`src/rtl/boot_pkg.sv`:
```
package boot_pkg;

    localparam int WORD_BYTES = 3;
    localparam int WORD_W     = 8 * WORD_BYTES;

    typedef enum logic [2:0] {
        ST_COUNT,
        ST_ADDR,
        ST_LOAD,
        ST_DONE,
        ST_HALT
    } boot_state_e;

endpackage

```
`src/rtl/boot_byte_fetch.sv`:
```
module boot_byte_fetch #(
    parameter int              ADDR_W      = 24,
    parameter int              DATA_W      = 16,
    parameter logic [ADDR_W-1:0] BASE_ADDR = 24'hD00000,
    parameter int              WAIT_CYCLES = 31
) (
    input  logic              clk,
    input  logic              rst_n,
    input  logic              run_i,
    output logic [ADDR_W-1:0] mem_addr_o,
    output logic              mem_cs_o,
    input  logic [DATA_W-1:0] mem_data_i,
    output logic              byte_vld_o,
    output logic [7:0]        byte_o
);

    localparam int              CNT_W = $clog2(WAIT_CYCLES + 1);
    localparam logic [CNT_W-1:0] LAST = CNT_W'(WAIT_CYCLES - 1);

    typedef struct packed {
        logic              cs;
        logic              vld;
        logic [CNT_W-1:0]  cnt;
        logic [ADDR_W-1:0] addr;
        logic [7:0]        data;
    } fetch_t;

    fetch_t fetch_d, fetch_q;

    always_comb begin
        fetch_d     = fetch_q;
        fetch_d.vld = 1'b0;
        if (fetch_q.cs) begin
            if (fetch_q.cnt == LAST) begin
                fetch_d.cs   = 1'b0;
                fetch_d.vld  = 1'b1;
                fetch_d.data = mem_data_i[7:0];
                fetch_d.addr = fetch_q.addr + 1'b1;
            end else begin
                fetch_d.cnt = fetch_q.cnt + 1'b1;
            end
        end else if (run_i && !fetch_q.vld) begin
            fetch_d.cs  = 1'b1;
            fetch_d.cnt = '0;
        end
    end

    always_ff @(posedge clk or negedge rst_n) begin
        if (!rst_n) begin
            fetch_q <= '{cs: 1'b0, vld: 1'b0, cnt: '0, addr: BASE_ADDR, data: 8'h00};
        end else begin
            fetch_q <= fetch_d;
        end
    end

    assign mem_addr_o = fetch_q.addr;
    assign mem_cs_o   = fetch_q.cs;
    assign byte_vld_o = fetch_q.vld;
    assign byte_o     = fetch_q.data;

    // address is held while the access window is open
    a_r3_addr_held: assert property (@(posedge clk) disable iff (!rst_n)
        (fetch_q.cs && fetch_q.cnt != LAST) |=> (fetch_q.cs && $stable(fetch_q.addr)));

    // the byte strobe falls in a cycle with chip select low
    a_r3_gap_low: assert property (@(posedge clk) disable iff (!rst_n)
        fetch_q.vld |-> !fetch_q.cs);

    // each finished read advances the address by one
    a_r2_addr_step: assert property (@(posedge clk) disable iff (!rst_n)
        $fell(fetch_q.cs) |-> (fetch_q.addr == $past(fetch_q.addr) + 1'b1));

endmodule

```
`src/rtl/boot_word_pack.sv`:
```
module boot_word_pack #(
    parameter int BYTES = boot_pkg::WORD_BYTES
) (
    input  logic               clk,
    input  logic               rst_n,
    input  logic               byte_vld_i,
    input  logic [7:0]         byte_i,
    output logic               word_vld_o,
    output logic [8*BYTES-1:0] word_o
);

    localparam int HOLD_W = 8 * (BYTES - 1);
    localparam int IDX_W  = $clog2(BYTES);
    localparam logic [IDX_W-1:0] IDX_LAST = IDX_W'(BYTES - 1);

    typedef struct packed {
        logic [IDX_W-1:0]  idx;
        logic [HOLD_W-1:0] hold;
    } pack_t;

    pack_t pack_d, pack_q;

    always_comb begin
        pack_d = pack_q;
        if (byte_vld_i) begin
            if (pack_q.idx == IDX_LAST) begin
                pack_d.idx = '0;
            end else begin
                pack_d.idx  = pack_q.idx + 1'b1;
                pack_d.hold = {byte_i, pack_q.hold[HOLD_W-1:8]};
            end
        end
    end

    always_ff @(posedge clk or negedge rst_n) begin
        if (!rst_n) begin
            pack_q <= '0;
        end else begin
            pack_q <= pack_d;
        end
    end

    assign word_vld_o = byte_vld_i && (pack_q.idx == IDX_LAST);
    assign word_o     = {byte_i, pack_q.hold};

    // the byte position never runs past the last lane
    a_r5_idx_range: assert property (@(posedge clk) disable iff (!rst_n)
        pack_q.idx <= IDX_LAST);

endmodule

```
`src/rtl/boot_seq_ctrl.sv`:
```
module boot_seq_ctrl
    import boot_pkg::*;
(
    input  logic              clk,
    input  logic              rst_n,
    input  logic              word_vld_i,
    input  logic [WORD_W-1:0] word_i,
    output logic              run_o,
    output logic              ram_we_o,
    output logic [WORD_W-1:0] ram_addr_o,
    output logic [WORD_W-1:0] ram_wdata_o,
    output logic              done_o,
    output logic [WORD_W-1:0] pc_o
);

    typedef struct packed {
        boot_state_e       state;
        logic [WORD_W-1:0] remain;
        logic [WORD_W-1:0] base;
        logic [WORD_W-1:0] wptr;
        logic              we;
        logic [WORD_W-1:0] waddr;
        logic [WORD_W-1:0] wdata;
        logic              done;
    } seq_t;

    seq_t seq_d, seq_q;

    always_comb begin
        seq_d      = seq_q;
        seq_d.we   = 1'b0;
        seq_d.done = 1'b0;
        case (seq_q.state)
            ST_COUNT: if (word_vld_i) begin
                seq_d.remain = word_i;
                seq_d.state  = ST_ADDR;
            end
            ST_ADDR: if (word_vld_i) begin
                seq_d.base  = word_i;
                seq_d.wptr  = word_i;
                seq_d.state = (seq_q.remain == '0) ? ST_DONE : ST_LOAD;
            end
            ST_LOAD: if (word_vld_i) begin
                seq_d.we     = 1'b1;
                seq_d.waddr  = seq_q.wptr;
                seq_d.wdata  = word_i;
                seq_d.wptr   = seq_q.wptr + 1'b1;
                seq_d.remain = seq_q.remain - 1'b1;
                if (seq_q.remain == WORD_W'(1)) begin
                    seq_d.state = ST_DONE;
                end
            end
            ST_DONE: begin
                seq_d.done  = 1'b1;
                seq_d.state = ST_HALT;
            end
            default: seq_d.state = ST_HALT;
        endcase
    end

    always_ff @(posedge clk or negedge rst_n) begin
        if (!rst_n) begin
            seq_q <= '{state: ST_COUNT, remain: '0, base: '0, wptr: '0,
                       we: 1'b0, waddr: '0, wdata: '0, done: 1'b0};
        end else begin
            seq_q <= seq_d;
        end
    end

    assign run_o       = (seq_q.state == ST_COUNT) || (seq_q.state == ST_ADDR) ||
                         (seq_q.state == ST_LOAD);
    assign ram_we_o    = seq_q.we;
    assign ram_addr_o  = seq_q.waddr;
    assign ram_wdata_o = seq_q.wdata;
    assign done_o      = seq_q.done;
    assign pc_o        = seq_q.base;

    // the start pulse lasts a single cycle
    a_r8_done_single: assert property (@(posedge clk) disable iff (!rst_n)
        seq_q.done |=> !seq_q.done);

    // once halted, nothing more happens
    a_r9_halt_silent: assert property (@(posedge clk) disable iff (!rst_n)
        (seq_q.state == ST_HALT) |=> (seq_q.state == ST_HALT && !seq_q.we && !seq_q.done));

    // a zero count goes to the handoff without writing
    a_r7_zero_skip: assert property (@(posedge clk) disable iff (!rst_n)
        (seq_q.state == ST_ADDR && word_vld_i && seq_q.remain == '0)
            |=> (seq_q.state == ST_DONE && !seq_q.we));

    // writes only come out of the load phase
    a_r6_write_phase: assert property (@(posedge clk) disable iff (!rst_n)
        seq_q.we |-> (seq_q.state == ST_LOAD || seq_q.state == ST_DONE));

endmodule

```
`src/rtl/byte_boot_loader.sv`:
```
module byte_boot_loader #(
    parameter int                ADDR_W      = 24,
    parameter int                DATA_W      = 16,
    parameter logic [ADDR_W-1:0] BASE_ADDR   = 24'hD00000,
    parameter int                WAIT_CYCLES = 31
) (
    input  logic                      clk,
    input  logic                      rst_n,
    output logic [ADDR_W-1:0]         mem_addr,
    output logic                      mem_cs,
    input  logic [DATA_W-1:0]         mem_data,
    output logic                      ram_we,
    output logic [boot_pkg::WORD_W-1:0] ram_addr,
    output logic [boot_pkg::WORD_W-1:0] ram_wdata,
    output logic                      boot_done,
    output logic [boot_pkg::WORD_W-1:0] boot_pc
);

    localparam int WW = boot_pkg::WORD_W;

    logic          run;
    logic          byte_vld;
    logic [7:0]    byte_val;
    logic          word_vld;
    logic [WW-1:0] word_val;

    boot_byte_fetch #(
        .ADDR_W      (ADDR_W),
        .DATA_W      (DATA_W),
        .BASE_ADDR   (BASE_ADDR),
        .WAIT_CYCLES (WAIT_CYCLES)
    ) i_fetch (
        .clk        (clk),
        .rst_n      (rst_n),
        .run_i      (run),
        .mem_addr_o (mem_addr),
        .mem_cs_o   (mem_cs),
        .mem_data_i (mem_data),
        .byte_vld_o (byte_vld),
        .byte_o     (byte_val)
    );

    boot_word_pack #(
        .BYTES (boot_pkg::WORD_BYTES)
    ) i_pack (
        .clk        (clk),
        .rst_n      (rst_n),
        .byte_vld_i (byte_vld),
        .byte_i     (byte_val),
        .word_vld_o (word_vld),
        .word_o     (word_val)
    );

    boot_seq_ctrl i_ctrl (
        .clk         (clk),
        .rst_n       (rst_n),
        .word_vld_i  (word_vld),
        .word_i      (word_val),
        .run_o       (run),
        .ram_we_o    (ram_we),
        .ram_addr_o  (ram_addr),
        .ram_wdata_o (ram_wdata),
        .done_o      (boot_done),
        .pc_o        (boot_pc)
    );

    // no external access is opened after the start pulse
    a_r9_no_read_after_done: assert property (@(posedge clk) disable iff (!rst_n)
        boot_done |=> !mem_cs);

endmodule

```
`config.mk`:
```
export PLATFORM = sky130hd
export DESIGN_NAME = byte_boot_loader
export DESIGN_NICKNAME = d
export VERILOG_FILES = /design/src/rtl/boot_pkg.sv /design/src/rtl/boot_byte_fetch.sv /design/src/rtl/boot_word_pack.sv /design/src/rtl/boot_seq_ctrl.sv /design/src/rtl/byte_boot_loader.sv
export SDC_FILE = /design/constraint.sdc
export NUM_CORES = 1
export LEC_CHECK = 0
export ABC_AREA = 1
export BUFFER_PORTS_ARGS = -buffer_cell sky130_fd_sc_hd__buf_2
export CORE_ASPECT_RATIO = 0.6
export CORE_MARGIN = 4
export CORE_UTILIZATION = 50
export DETAILED_ROUTE_END_ITERATION = 7
export GPL_ROUTABILITY_DRIVEN = 1
export PLACE_DENSITY_LB_ADDON = 0.08
export SLEW_MARGIN = 15
export SYNTH_ARGS = -nofsm -noshare
export SYNTH_HDL_FRONTEND = slang
export SYNTH_HIERARCHICAL = 1
export SYNTH_SLANG_ARGS = --single-unit
```
`constraint.sdc`:
```
create_clock -name clk -period 3.4 [get_ports clk]
set_input_delay 0.17 -clock clk [delete_from_list [all_inputs] [get_ports clk]]
set_output_delay 0.17 -clock clk [all_outputs]
set_load 0.05 [all_outputs]
```
==> results.json <==
{
  "status": "complete, no violations",
  "htreeDepth": 4,
  "pre_cts_slack_ns": 1.180,
  "cp_slowest_stage_delay_ns": 0.63,
  "power_density_nw_per_um2": 404.0,
  "drtAntennaViolNets": 0,
  "vias": 8005,
  "grt_pass1_wl_um": 40980,
  "grt_usage_pct": 23.13,
  "synth_nets": 1322,
  "dr.pass1.iters": 5,
  "netlist_area_sq_um": 10170,
  "criticalPathCategory": "flop to flop",
  "die_area_sq_um": 22770,
  "drt-initial-drc-count": 859,
  "layout_setup_ws_ns": 1.076,
  "ys_types": 44,
  "p_total_w": 0.004270,
  "fp.dieW_um": 192.1,
  "cp-end-kind": "flop",
  "first_global_vias": 7050,
  "grt_max_degree": 110,
  "coreArea_sq_um": 20020,
  "leakage_nw": 5.650,
  "grt_antenna_before_repair": 0,
  "worstReg2RegStart": "i_pack/pack_q[17]$_DFFE_PN0P_",
  "hold_viol_final": 0,
  "yosys_warnings": 6,
  "routed_via_density": 5.145,
  "die_h_um": 118.5,
  "area_growth_pct": 3.886,
  "fmax_ghz": 0.4303,
  "drc": 0,
  "yosysSeqAreaShare_pct": 44.81,
  "hold_class": "primary input to asynchronous set/reset pin",
  "cts_sinks": 182,
  "cts_tree": "yes",
  "cp.required_ns": 3.71,
  "slew_violations": 0,
  "skew_ns": 0.009597,
  "path_delay_family": "buffers and inverters",
  "tns_ns": 0,
  "cts_buffers": 17,
  "layout.nets": 1294,
  "clockRootBuffer": "clkbuf_16",
  "drive_gt1_share_pct": 15.68,
  "period_minus_slack_ns": 2.324,
  "clock_latency_ns": 0.44,
  "clk_pin_slew_ns": 0.07,
  "r2r_slack_ns": 1.08,
  "setup-violations-final": 0,
  "syn_area_per_cell_sq_um": 7.843,
  "worst-r2r-cell-count": 8,
  "postCtsSetupRepairBufs": 0,
  "ios": 117,
  "rsz0062_at_grt": "false",
  "ir_drop_mv": 0.3200,
  "cts_resized": 0,
  "r2r-end": "i_ctrl/seq_q[102]$_DFFE_PN0P_",
  "cts_buffer_depth": 2,
  "fin_crit_sh_pct": 68.34,
  "critPathLaunchType": "flop",
  "path_cells": "nand2_1 -> nor2_1 -> buf_4 -> nand2_2 -> inv_1 -> o21ai_0 -> nand2_1 -> o21ai_0",
  "worst_path_max_delay_cell": "inv_1",
  "cap_violations": 0,
  "grt_overflow": 0,
  "wl_per_cell_um": 16.60,
  "path_buf_inv": 2,
  "syn_inst": 1297,
  "fin_util_pct": 52.79,
  "dp_hpwl_um": 18590,
  "start_util_pct": 50.81,
  "worstPathMaxFanout": 24,
  "row_count": 40,
  "tightest_slew_ns": 0.7045,
  "critPathArrivalTime_ns": 2.63,
  "slew_headroom_pct": 52.98,
  "synth_seq_cells": 182,
  "gp_congestion": 0.9010,
  "portBuffers": 108,
  "wirelength_um": 25830
}
==> stage by stage <==
step / cells / instance area [sq um] / hold slack [ns]
after floorplan: 1297 / 10170 / -0.1256
after CTS: 1555 / 10570 / 0.3154
final: 1556 / 10570 / 0.2982
after global routing: 1555 / 10570 / 0.3694
after detailed placement: 1514 / 9888 / 0.2276
after global placement: 1514 / 9888 / 0.2291
==> synthesized netlist by cell type <==
library cell / number / area share, %
nor2_1: 121 / 4.5
inv_2: 9 / 0.33
ha_1: 7 / 0.86
a32o_1: 1 / 0.098
a21boi_1: 1 / 0.074
nand3_2: 2 / 0.20
nand2_4: 6 / 0.66
buf_4: 133 / 9.8
dfrtp_1: 179 / 44
nand4_1: 25 / 1.5
o21bai_1: 2 / 0.15
nand4_2: 1 / 0.12
nor2_8: 1 / 0.20
o21ai_0: 104 / 5.1
or4_1: 1 / 0.074
nor3_1: 7 / 0.34
nand3b_1: 5 / 0.37
o21ai_2: 1 / 0.086
xnor2_1: 6 / 0.52
a22oi_1: 2 / 0.15
nor2_4: 9 / 1.0
or2_2: 3 / 0.18
and3_1: 1 / 0.062
a21boi_0: 3 / 0.22
nand3_1: 100 / 4.9
xor2_1: 8 / 0.69
o21ai_1: 8 / 0.39
xor2_2: 1 / 0.16
a2bb2oi_1: 1 / 0.086
buf_6: 10 / 1.1
o211ai_1: 3 / 0.22
inv_1: 126 / 4.6
o22ai_1: 2 / 0.12
buf_12: 1 / 0.20
o21a_1: 1 / 0.074
clkbuf_1: 9 / 0.33
and2_1: 1 / 0.062
a21oi_1: 28 / 1.4
nor2_2: 7 / 0.43
a31oi_1: 3 / 0.18
dfstp_2: 3 / 0.77
nand2_1: 326 / 12
buf_2: 21 / 1.0
nand2_2: 8 / 0.49
==> registers in the layout, summed over array words and instances, names as in the netlist <==
register,cells
i_fetch/byte_o,8
i_ctrl/ram_wdata_o,24
i_pack/pack_q,2
i_ctrl/done_o,1
i_ctrl/pc_o,24
i_fetch/byte_vld_o,1
i_ctrl/seq_q,51
i_ctrl/ram_addr_o,24
i_fetch/mem_addr_o,24
i_ctrl/ram_we_o,1
i_fetch/mem_cs_o,1
i_pack/word_o,16
i_fetch/fetch_q,5
==> final cells by class <==
| cell class | instances | area (sq um) |
|---|---|---|
| clock inverter | 12 | 120.1 |
| inverter | 135 | 506.7 |
| antenna | 1 | 2.502 |
| tap | 273 | 341.6 |
| timing repair buffer | 127 | 726.9 |
| sequential | 182 | 4558 |
| clock buffer | 20 | 466.7 |
| fill | 1967 | 9452 |
| multi-input combinational | 806 | 3845 |
==> power by group <==
| group | total [W] | switching, W | internal [W] |
|---|---|---|---|
| clock | 0.00198 | 0.000900 | 0.00108 |
| combinational | 0.000104 | 0.0000801 | 0.0000235 |
| sequential | 0.00219 | 0.0000145 | 0.00217 |
| total | 0.00427 | 0.000994 | 0.00328 |
==> worst max path at each step <==
stage	cells after the start	slack, ns	startpoint	to
after floorplan	9	1.76	i_fetch/mem_cs_o$_DFF_PN0_	i_fetch/mem_addr_o[19]$_DFFE_PN0P_
after global placement	8	1.15	i_pack/pack_q[17]$_DFFE_PN0P_	i_ctrl/seq_q[102]$_DFFE_PN0P_
after detailed placement	8	1.18	i_pack/pack_q[17]$_DFFE_PN0P_	i_ctrl/seq_q[102]$_DFFE_PN0P_
after CTS	8	1.18	i_pack/pack_q[17]$_DFFE_PN0P_	i_ctrl/seq_q[102]$_DFFE_PN0P_
after global routing	8	0.89	i_ctrl/seq_q[122]$_DFFE_PN0P_	i_ctrl/seq_q[62]$_DFFE_PN0P_
final	8	1.08	i_pack/pack_q[17]$_DFFE_PN0P_	i_ctrl/seq_q[102]$_DFFE_PN0P_
==> cells by family after synthesis <==
logic type	count (synthesis)	share of synthesized area, %
buf+inv	309	17.47
fa+ha+maj	7	0.8610
compound gates	160	8.352
flops	182	44.81
xor+xnor	15	1.365
simple gates	624	27.15
==> cell usage in the layout, fill, tap and decap left out, types with 2 or more instances in the layout <==
cell type,Yosys,layout
nand2_1,326,326
dfrtp_1,179,179
inv_1,126,126
nor2_1,121,121
buf_2,21,107
o21ai_0,104,104
nand3_1,100,100
a21oi_1,28,28
nand4_1,25,25
clkbuf_16,0,17
dlygate4sd3_1,0,9
nor2_4,9,9
inv_2,9,9
buf_4,133,9
nand2_2,8,8
o21ai_1,8,8
xor2_1,8,8
nor2_2,7,7
nor3_1,7,7
ha_1,7,7
nand2_4,6,6
xnor2_1,6,6
nand3b_1,5,5
clkbuf_8,0,4
clkinv_2,0,3
clkinv_4,0,3
a31oi_1,3,3
o211ai_1,3,3
or2_2,3,3
a21boi_0,3,3
dfstp_2,3,3
clkinvlp_4,0,2
inv_6,0,2
a22oi_1,2,2
o22ai_1,2,2
o21bai_1,2,2
==> metal layers <==
| metal | track usage (%) | wire [um] | part of all wire (%) |
|---|---|---|---|
| met5 | 0 | 0 | 0 |
| met2 | 28.27 | 9624 | 37 |
| met4 | 4.853 | 243 | 0.94 |
| met3 | 5.254 | 1915 | 7.4 |
| met1 | 39.98 | 14050 | 54 |
==> what timing repair did <==
item / 4_1_cts / 5_1_grt
endpoints found under the setup margin: 0 / 0
hold endpoints to repair: 74 / 0
hold buffers: 9 / 0
Power figures use the tool's default switching activity.
